$ cat src/rtl/fcmp_pkg.sv
package fcmp_pkg;
  localparam int REG_W  = 64;
  localparam int SP_W   = 32;
  localparam int EXP_W  = 8;
  localparam int FRAC_W = SP_W - EXP_W - 1;
  localparam int BOX_W  = REG_W - SP_W;
  localparam logic [SP_W-1:0] SP_CANON_NAN = 32'h7FC0_0000;

  localparam logic [2:0] OP_EQ  = 3'd0;
  localparam logic [2:0] OP_LT  = 3'd1;
  localparam logic [2:0] OP_LE  = 3'd2;
  localparam logic [2:0] OP_MIN = 3'd3;
  localparam logic [2:0] OP_MAX = 3'd4;

  typedef struct packed {
    logic nan;
    logic snan;
    logic zero;
  } sp_class_t;

  function automatic sp_class_t sp_classify(input logic [SP_W-1:0] x);
    sp_class_t c;
    logic exp_ones;
    logic frac_nz;
    exp_ones = &x[SP_W-2 -: EXP_W];
    frac_nz  = |x[FRAC_W-1:0];
    c.nan  = exp_ones && frac_nz;
    c.snan = exp_ones && frac_nz && !x[FRAC_W-1];
    c.zero = ~|x[SP_W-2:0];
    return c;
  endfunction

  // Ordered "x strictly below y" for non-NaN inputs.
  function automatic logic sp_below(input logic [SP_W-1:0] x,
                                    input logic [SP_W-1:0] y);
    logic [SP_W-2:0] mx, my;
    mx = x[SP_W-2:0];
    my = y[SP_W-2:0];
    if (mx == '0 && my == '0)      return 1'b0;
    else if (x[SP_W-1] != y[SP_W-1]) return x[SP_W-1];
    else if (!x[SP_W-1])           return mx < my;
    else                           return mx > my;
  endfunction

  function automatic logic sp_same(input logic [SP_W-1:0] x,
                                   input logic [SP_W-1:0] y);
    return (x == y) || (x[SP_W-2:0] == '0 && y[SP_W-2:0] == '0);
  endfunction
endpackage

$ cat src/rtl/fcmp_unbox.sv
module fcmp_unbox
  import fcmp_pkg::*;
(
  input  logic [REG_W-1:0] reg_val,
  output logic [SP_W-1:0]  sp_val,
  output logic             boxed_ok
);
  assign boxed_ok = &reg_val[REG_W-1:SP_W];
  assign sp_val   = boxed_ok ? reg_val[SP_W-1:0] : SP_CANON_NAN;
endmodule

$ cat src/rtl/fcmp_core.sv
module fcmp_core
  import fcmp_pkg::*;
(
  input  logic [2:0]       op,
  input  logic [SP_W-1:0]  xa,
  input  logic [SP_W-1:0]  xb,
  input  sp_class_t        ca,
  input  sp_class_t        cb,
  output logic [REG_W-1:0] res,
  output logic             inv
);
  logic any_nan, any_snan, lt_ab, lt_ba, eq_ab;
  logic [SP_W-1:0] pick_min, pick_max;

  assign any_nan  = ca.nan  | cb.nan;
  assign any_snan = ca.snan | cb.snan;
  assign lt_ab    = sp_below(xa, xb);
  assign lt_ba    = sp_below(xb, xa);
  assign eq_ab    = sp_same(xa, xb);

  always_comb begin
    if (ca.nan && cb.nan)       pick_min = SP_CANON_NAN;
    else if (ca.nan)            pick_min = xb;
    else if (cb.nan)            pick_min = xa;
    else if (ca.zero && cb.zero) pick_min = xa[SP_W-1] ? xa : xb;
    else                        pick_min = lt_ba ? xb : xa;
  end

  always_comb begin
    if (ca.nan && cb.nan)       pick_max = SP_CANON_NAN;
    else if (ca.nan)            pick_max = xb;
    else if (cb.nan)            pick_max = xa;
    else if (ca.zero && cb.zero) pick_max = xb[SP_W-1] ? xa : xb;
    else                        pick_max = lt_ab ? xb : xa;
  end

  always_comb begin
    res = '0;
    inv = 1'b0;
    case (op)
      OP_EQ: begin res[0] = !any_nan && eq_ab;            inv = any_snan; end
      OP_LT: begin res[0] = !any_nan && lt_ab;            inv = any_nan;  end
      OP_LE: begin res[0] = !any_nan && (lt_ab || eq_ab); inv = any_nan;  end
      OP_MIN: begin res = {{BOX_W{1'b1}}, pick_min};      inv = any_snan; end
      OP_MAX: begin res = {{BOX_W{1'b1}}, pick_max};      inv = any_snan; end
      default: begin res = '0; inv = 1'b0; end
    endcase
  end
endmodule

$ cat src/rtl/fcmp_minmax_unit.sv
module fcmp_minmax_unit
  import fcmp_pkg::*;
#(
  parameter bit REG_OUT = 1'b1
) (
  input  logic             clk,
  input  logic             rst_n,
  input  logic             valid_in,
  input  logic [2:0]       op,
  input  logic [63:0]      a,
  input  logic [63:0]      b,
  output logic [63:0]      result,
  output logic             invalid,
  output logic             valid_out
);
  logic [REG_W-1:0] opnd_raw [2];
  logic [SP_W-1:0]  opnd_sp  [2];
  logic             opnd_box [2];
  sp_class_t        opnd_cls [2];

  assign opnd_raw[0] = a;
  assign opnd_raw[1] = b;

  for (genvar i = 0; i < 2; i++) begin : g_opnd
    fcmp_unbox u_unbox (
      .reg_val (opnd_raw[i]),
      .sp_val  (opnd_sp[i]),
      .boxed_ok(opnd_box[i])
    );
    assign opnd_cls[i] = sp_classify(opnd_sp[i]);
  end

  // Named events for the checker.
  logic a_boxed, b_boxed, a_nan, b_nan, a_snan, b_snan;
  assign a_boxed = opnd_box[0];
  assign b_boxed = opnd_box[1];
  assign a_nan   = opnd_cls[0].nan;
  assign b_nan   = opnd_cls[1].nan;
  assign a_snan  = opnd_cls[0].snan;
  assign b_snan  = opnd_cls[1].snan;

  logic [REG_W-1:0] core_res;
  logic             core_inv;

  fcmp_core u_core (
    .op (op),
    .xa (opnd_sp[0]),
    .xb (opnd_sp[1]),
    .ca (opnd_cls[0]),
    .cb (opnd_cls[1]),
    .res(core_res),
    .inv(core_inv)
  );

  if (REG_OUT) begin : g_reg
    logic [REG_W-1:0] res_q;
    logic             inv_q, vld_q;
    always_ff @(posedge clk or negedge rst_n) begin
      if (!rst_n) begin
        res_q <= '0;
        inv_q <= 1'b0;
        vld_q <= 1'b0;
      end else begin
        res_q <= valid_in ? core_res : '0;
        inv_q <= valid_in & core_inv;
        vld_q <= valid_in;
      end
    end
    assign result    = res_q;
    assign invalid   = inv_q;
    assign valid_out = vld_q;
  end else begin : g_comb
    assign result    = valid_in ? core_res : '0;
    assign invalid   = valid_in & core_inv;
    assign valid_out = valid_in;
  end
endmodule

$ cat config.mk
export PLATFORM = sky130hd
export DESIGN_NAME = fcmp_minmax_unit
export DESIGN_NICKNAME = d
export VERILOG_FILES = /design/src/rtl/fcmp_pkg.sv /design/src/rtl/fcmp_unbox.sv /design/src/rtl/fcmp_core.sv /design/src/rtl/fcmp_minmax_unit.sv
export SDC_FILE = /design/constraint.sdc
export NUM_CORES = 1
export LEC_CHECK = 0
export CAP_MARGIN = 30
export CORE_MARGIN = 1.5
export CORE_UTILIZATION = 23
export DETAILED_ROUTE_END_ITERATION = 10
export DONT_BUFFER_PORTS = 1
export MAX_ROUTING_LAYER = met4
export PLACE_DENSITY = 0.45
export SLEW_MARGIN = 30
export SYNTH_ARGS = -nofsm -noshare
export SYNTH_HDL_FRONTEND = slang
export SYNTH_SLANG_ARGS = --single-unit
$ cat constraint.sdc
create_clock -name clk -period 1.61 [get_ports clk]
set_input_delay 0.322 -clock clk [delete_from_list [all_inputs] [get_ports clk]]
set_output_delay 0.322 -clock clk [all_outputs]
set_load 0.01 [all_outputs]
Yosys cells after proc, flatten, opt, wreduce, memory -nomap -nowiden
Cells that the tools add are included.
{"block": "word_totals", "reg_bits": 66, "latch_bits": 0, "mem_bits_rw": 0, "rom_bits": 0, "inputBits": 134, "output_inout_bits": 66, "wordCells": 71, "memories": 0}
{"block": "classes", "addsub": 0, "mul": 0, "n_div": 0, "n_lt_le_gt_ge": 4, "eq_ne": 7, "n_shift": 0, "muxes": 24, "bitwise_logic": 3, "n_reduce_logical": 30}
{"op": "two-way mux 32 bit", "n": 14}
{"op": "one-hot mux 63 bit (2 select lines)", "n": 1}
{"op": "two-way mux 64 bit", "n": 1}
{"op": "AND reduction 32 bit", "n": 2}
{"op": "> comparator 31 bit", "n": 2}
{"op": "zero test 31 bit", "n": 2}
{"op": "< comparator 31 bit", "n": 2}
{"op": "OR reduction 31 bit", "n": 2}
{"op": "OR reduction 23 bit", "n": 2}
{"op": "equality test 32 bit", "n": 1}
{"op": "AND reduction 8 bit", "n": 2}
{"op": "logical AND 1 bit", "n": 10}
{"op": "equality test 3 x 2 -> 1 bit (second input constant)", "n": 2}
{"op": "two-way mux 1 bit", "n": 6}
{"op": "zero test 1 bit", "n": 5}
{"op": "one-hot mux 1 bit (5 select lines)", "n": 1}
{"op": "equality test 3 x 1 -> 1 bit (second input constant)", "n": 1}
{"op": "equality test 3 bit (second input constant)", "n": 1}
{"op": "zero test 3 bit", "n": 1}
{"op": "OR reduction 3 bit", "n": 1}
{"op": "logical OR 1 bit", "n": 2}
{"op": "!= test 1 bit", "n": 2}
{"op": "bitwise OR 1 bit", "n": 2}
{"op": "one-hot mux 1 bit (2 select lines)", "n": 1}
{"op": "other kinds (2)", "n": 2}

Longest topological paths before layout
{"block": "logic_depth", "depth_word": 13, "depth_mapped": 21, "depth_no_buf": 18}

Modules after synthesis
Synthesis repeated with hierarchy kept, for this count alone.
{"block": "hier_totals", "hier_cells": 784, "area_unflattened_um2": 6228.5}
{"mod": "fcmp_core", "instances": 1, "cells_per_inst": 470, "area_each_um2": 3108.0, "seq_area_each_um2": 0.0}
{"mod": "fcmp_minmax_unit", "instances": 1, "cells_per_inst": 170, "area_each_um2": 2322.2, "seq_area_each_um2": 1651.6}
{"mod": "fcmp_unbox", "instances": 2, "cells_per_inst": 72, "area_each_um2": 399.1, "seq_area_each_um2": 0.0}

Worst setup path after synthesis
OpenSTA, ideal clock, no wires.
{"block": "synth_path", "path_type": "in2reg", "from": "in b[42]", "to": "reg g_reg.res_q[8] (netlist: result[8])", "setup_time_ps": 130, "t_arrival_ps": 4349, "required_ps": 1480, "slack_ps": -2870, "cell_stages": 19, "path_buffers": 4, "cell_sequence": "nand4_1 nor4_1 buf_2 and2_1 clkbuf_1 buf_1 nand2_1 ha_1 nand4_1 nor3_1 nand3_1 a221o_1 a311o_1 a31oi_4 mux2i_2 clkbuf_1 o21ai_0 a22oi_1 o21ai_0"}
{"block": "synth_between", "elab_chain_len": 13, "elab_cells_between_ends": 37, "classes_between": "order compare (4); eq/ne (2); mux (21); reduce/logical (10)"}
{"element": "start, declared", "line_no": "fcmp_minmax_unit.sv:11", "source": "input logic [63:0] b,"}
{"element": "AND reduction 32 bit (*)", "line_no": "fcmp_unbox.sv:8", "source": "assign boxed_ok = &reg_val[REG_W-1:SP_W];"}
{"element": "two-way mux 32 bit (*)", "line_no": "fcmp_unbox.sv:9", "source": "assign sp_val = boxed_ok ? reg_val[SP_W-1:0] : SP_CANON_NAN;"}
{"element": "< comparator 31 bit or > comparator 31 bit (tied branches)", "line_no": "fcmp_pkg.sv:41, fcmp_pkg.sv:42"}
{"element": "two-way mux 1 bit", "line_no": "fcmp_pkg.sv:41", "source": "else if (!x[SP_W-1]) return mx < my;"}
{"element": "two-way mux 1 bit", "line_no": "fcmp_pkg.sv:40", "source": "else if (x[SP_W-1] != y[SP_W-1]) return x[SP_W-1];"}
{"element": "two-way mux 1 bit", "line_no": "fcmp_pkg.sv:39", "source": "if (mx == '0 && my == '0) return 1'b0;"}
{"element": "two-way mux 32 bit, on equally long branches", "line_no": "fcmp_core.sv:34, fcmp_core.sv:26"}
{"element": "two-way mux 32 bit, on equally long branches", "line_no": "fcmp_core.sv:33, fcmp_core.sv:25"}
{"element": "two-way mux 32 bit, on equally long branches", "line_no": "fcmp_core.sv:32, fcmp_core.sv:24"}
{"element": "two-way mux 32 bit, on equally long branches", "line_no": "fcmp_core.sv:31, fcmp_core.sv:23"}
{"element": "two-way mux 32 bit, on equally long branches", "line_no": "fcmp_core.sv:30, fcmp_core.sv:22"}
{"element": "one-hot mux 63 bit (2 select lines) (*)", "line_no": "fcmp_core.sv:40", "source": "case (op)"}
{"element": "two-way mux 64 bit (*)", "line_no": "fcmp_minmax_unit.sv:64", "source": "res_q <= valid_in ? core_res : '0;"}
{"element": "end signal, assigned", "line_no": "fcmp_minmax_unit.sv:64"}
{"element": "end, declared", "line_no": "fcmp_minmax_unit.sv:56", "source": "logic [REG_W-1:0] res_q;"}
Mark *: on every way between the ends. The rest lies on a longest branch, timed or not.

Final worst setup path
{"block": "layout_path", "from": "in a[45]", "to": "reg g_reg.res_q[30] (netlist: result[30])"}
{"block": "layout_between", "elab_chain_len": 13, "elab_cells_between_ends": 37, "classes_between": "order compare (4); eq/ne (2); mux (21); reduce/logical (10)"}
{"element": "start, declared", "line_no": "fcmp_minmax_unit.sv:10", "source": "input logic [63:0] a,"}
{"element": "AND reduction 32 bit (*)", "line_no": "fcmp_unbox.sv:8"}
{"element": "two-way mux 32 bit (*)", "line_no": "fcmp_unbox.sv:9"}
{"element": "< comparator 31 bit or > comparator 31 bit (tied branches)", "line_no": "fcmp_pkg.sv:41, fcmp_pkg.sv:42"}
{"element": "two-way mux 1 bit", "line_no": "fcmp_pkg.sv:41"}
{"element": "two-way mux 1 bit", "line_no": "fcmp_pkg.sv:40"}
{"element": "two-way mux 1 bit", "line_no": "fcmp_pkg.sv:39"}
{"element": "two-way mux 32 bit, on equally long branches", "line_no": "fcmp_core.sv:34, fcmp_core.sv:26"}
{"element": "two-way mux 32 bit, on equally long branches", "line_no": "fcmp_core.sv:33, fcmp_core.sv:25"}
{"element": "two-way mux 32 bit, on equally long branches", "line_no": "fcmp_core.sv:32, fcmp_core.sv:24"}
{"element": "two-way mux 32 bit, on equally long branches", "line_no": "fcmp_core.sv:31, fcmp_core.sv:23"}
{"element": "two-way mux 32 bit, on equally long branches", "line_no": "fcmp_core.sv:30, fcmp_core.sv:22"}
{"element": "one-hot mux 63 bit (2 select lines) (*)", "line_no": "fcmp_core.sv:40"}
{"element": "two-way mux 64 bit (*)", "line_no": "fcmp_minmax_unit.sv:64"}
Marked as above.

==> flow_summary.json <==
{
  "outcome": "complete, but fails checks",
  "violations": "DRC, setup timing",
  "use_met1_pct": 25.4,
  "dp.cells": 901,
  "grt_pass1_vias": 5173,
  "synthTopCellsByArea": "dfrtp_1, ha_1, o21ai_0",
  "syn-num-nets": 754,
  "synth_seq_cells": 35,
  "gr-total-overflow": 0,
  "grt_setup_unrepaired": "yes",
  "clockBufferDepth": 2,
  "synth_commonest_cells": "nor2_1, nand2_1, o21ai_0, nand3_1, dfrtp_1",
  "report.final.slew_viol_count": 0,
  "p_int_mw": 1.60,
  "synth-seq-area-share_pct": 20.5,
  "period_needed_ns": 4.08,
  "cts_tree": "built",
  "synthToLayoutAreaGrowth_pct": 47.6,
  "place.gp.congestion": 0.907,
  "synth_enable_flop_cells": 0,
  "use_met2_pct": 33.6,
  "hold_depth": 0,
  "ys.flop_type": "dfrtp_1",
  "yosysMostFrequentCell": "nor2_1",
  "grt.total_usage_pct": 20.7,
  "grt_max_degree": 36,
  "power.switching_uw": 540,
  "seq_power_share_pct": 42.6,
  "drc": 16,
  "worst-path-max-fanout": 6,
  "relSlewSlack_pct": 67.2,
  "p_per_area_nw_per_um2": 339,
  "wirelength_microns": 20100,
  "post_drt_wl_per_cell_microns": 21.5,
  "drive_gt1_share_pct": 38.3,
  "dp_slack_ns": -2.83,
  "place_area_sq_um": 5480,
  "firstDrtPassIters": 8,
  "pin_count": 200,
  "h-tree-depth": 2,
  "leakage_nw": 2.67,
  "cts_buffers": 5,
  "yosys.area.top_type": "dfrtp_1",
  "fin_crit_sh_pct": 254,
  "ant_nets": 0,
  "postLayoutCellArea_sq_um": 6310,
  "cts-root-buf": "clkbuf_16",
  "grt.busiest_layer": "met2",
  "crit_path_end_kind": "flip-flop",
  "fin_ws_ns": -2.47,
  "cts.sinks": 35,
  "io_buffers": 0,
  "dieHeight_microns": 139,
  "dr_total_vias": 5200,
  "ir_drop_uv": 328,
  "netlist_area_sq_um": 4270,
  "drv_cap": 0,
  "max_freq_mhz": 245,
  "final_nets": 864,
  "core_sq_um": 18100,
  "rows": 49,
  "switching_share_pct": 25.2,
  "die_width_microns": 139,
  "hold_viol": 0,
  "die_area_sq_um": 19400,
  "setup_violations": 33,
  "hpwl_microns": 15500,
  "critPathKind": "input pin to flip-flop",
  "layout.cells.non_filler": 934,
  "drtIter0Drc": 303,
  "cp.arrival_ns": 4.30,
  "p_comb_share_pct": 9.6,
  "tns_ns": -76.48,
  "critPathLaunchType": "input pin",
  "grt_pass1_wl_microns": 29900,
  "synth_top_area_share_pct": 20.5,
  "antenna_found_initial": 0,
  "syn_inst": 594,
  "ys_types": 65,
  "holdCritPathClass": "input pin to flip-flop",
  "critical_path_required_ns": 1.82,
  "synth_async_sr_flop_share_pct": 100,
  "path_clk_slew_ns": 0.06,
  "yosysWarnings": 0,
  "clkPwrFrac_pct": 47.8,
  "antennaDiodeCount": 0,
  "initial_core_util_pct": 23.6,
  "via_per_inst": 5.57,
  "grt_use_met3_pct": 5.06,
  "syn_area_per_cell_sq_um": 7.20,
  "tightest_slew_ns": 0.492,
  "whs_ns": 0.0559
}
-- final timing paths --
kind                                        end  slack (ns)  startpoint
min in group asynchronous  result[16]$_DFF_PN0_        0.55       rst_n
max in group asynchronous  result[62]$_DFF_PN0_        0.83       rst_n
worst max-delay path       result[30]$_DFF_PN0_       -2.47       a[45]
worst min-delay path        valid_out$_DFF_PN0_        0.06    valid_in
-- power by group through the flow --
stage / Combinational, mW / Clock [mW] / Sequential (mW)
final: 0.207 / 1.02 / 0.912
after global routing: 0.226 / 1.10 / 0.912
after CTS: 0.200 / 1.07 / 0.912
after detailed placement: 0.166 / 0 / 0.928
after global placement: 0.165 / 0 / 0.929
after floorplan: 0.156 / 0 / 0.932
-- state kept, by name, indices dropped and copies added, names as in the netlist --
signal,count
invalid,1
result,33
valid_out,1
-- critical path: stages --
cell and delay, ns:
nand4_1 0.15, or4_4 0.58, nor2_8 0.24, nand2_4 0.08, inv_2 0.07, ha_4 0.13, nand4_1 0.25, nor3_2 0.30
nand3_1 0.10, a221o_1 0.31, a311o_1 0.41, a31oi_4 0.24, mux2i_4 0.11, buf_12 0.17, or4_4 0.45, o21a_2 0.18
o21ai_1 0.17
-- layout by cell type, fill, tap and decap left out, drive strengths merged, types with 15 or more instances in the layout --
master,netlist,routed
dfrtp,35,35
ha,26,26
inv,30,30
buf,42,163
nand2,54,54
o21ai,57,57
a21oi,15,15
nand3,43,43
nor4,15,15
a31oi,23,23
a22oi,21,21
o22ai,31,31
nor2,57,57
nand4,26,26
-- per-layer routing --
layer	vias to the layer above	wire length, microns
li1	2429	-
met1	2479	8550
met4	0	413
met5	-	0
met2	264	9410
met3	28	1730
-- stage by stage --
step	power [mW]	util (%)
final	2.14	34.9
after global routing	2.24	34.9
after CTS	2.18	33.1
after detailed placement	1.09	30.3
after global placement	1.09	30.3
after floorplan	1.09	-
-- cell type report --
cell class	instances	area, sq um
clock buffers	7	143
clock inverters	1	5.00
fillers	1897	11800
inverters	30	113
multi-input cells	465	3370
flip-flops and latches	35	880
well taps	229	287
repair buffers	167	1510
-- logic make-up (layout without fill, tap and decap cells) --
group / Yosys count / after routing / synth area share (%)
simple gates: 243 / 243 / 29.8
compound gates: 184 / 184 / 28.2
buf+inv: 94 / 205 / 11.2
flops: 35 / 35 / 20.5
fa+ha+maj: 28 / 28 / 8.08
xor+xnor: 6 / 6 / 1.23
mux: 4 / 4 / 1.02
-- what timing repair did --
action,CTS,global route
setup buffers,13,8
resized for setup,81,53
setup endpoints to repair,33,33
gates cloned,0,4
pin swaps,20,33
endpoints found under the hold margin,35,0
hold buffers,2,0
(Power assumes the default switching activity.)
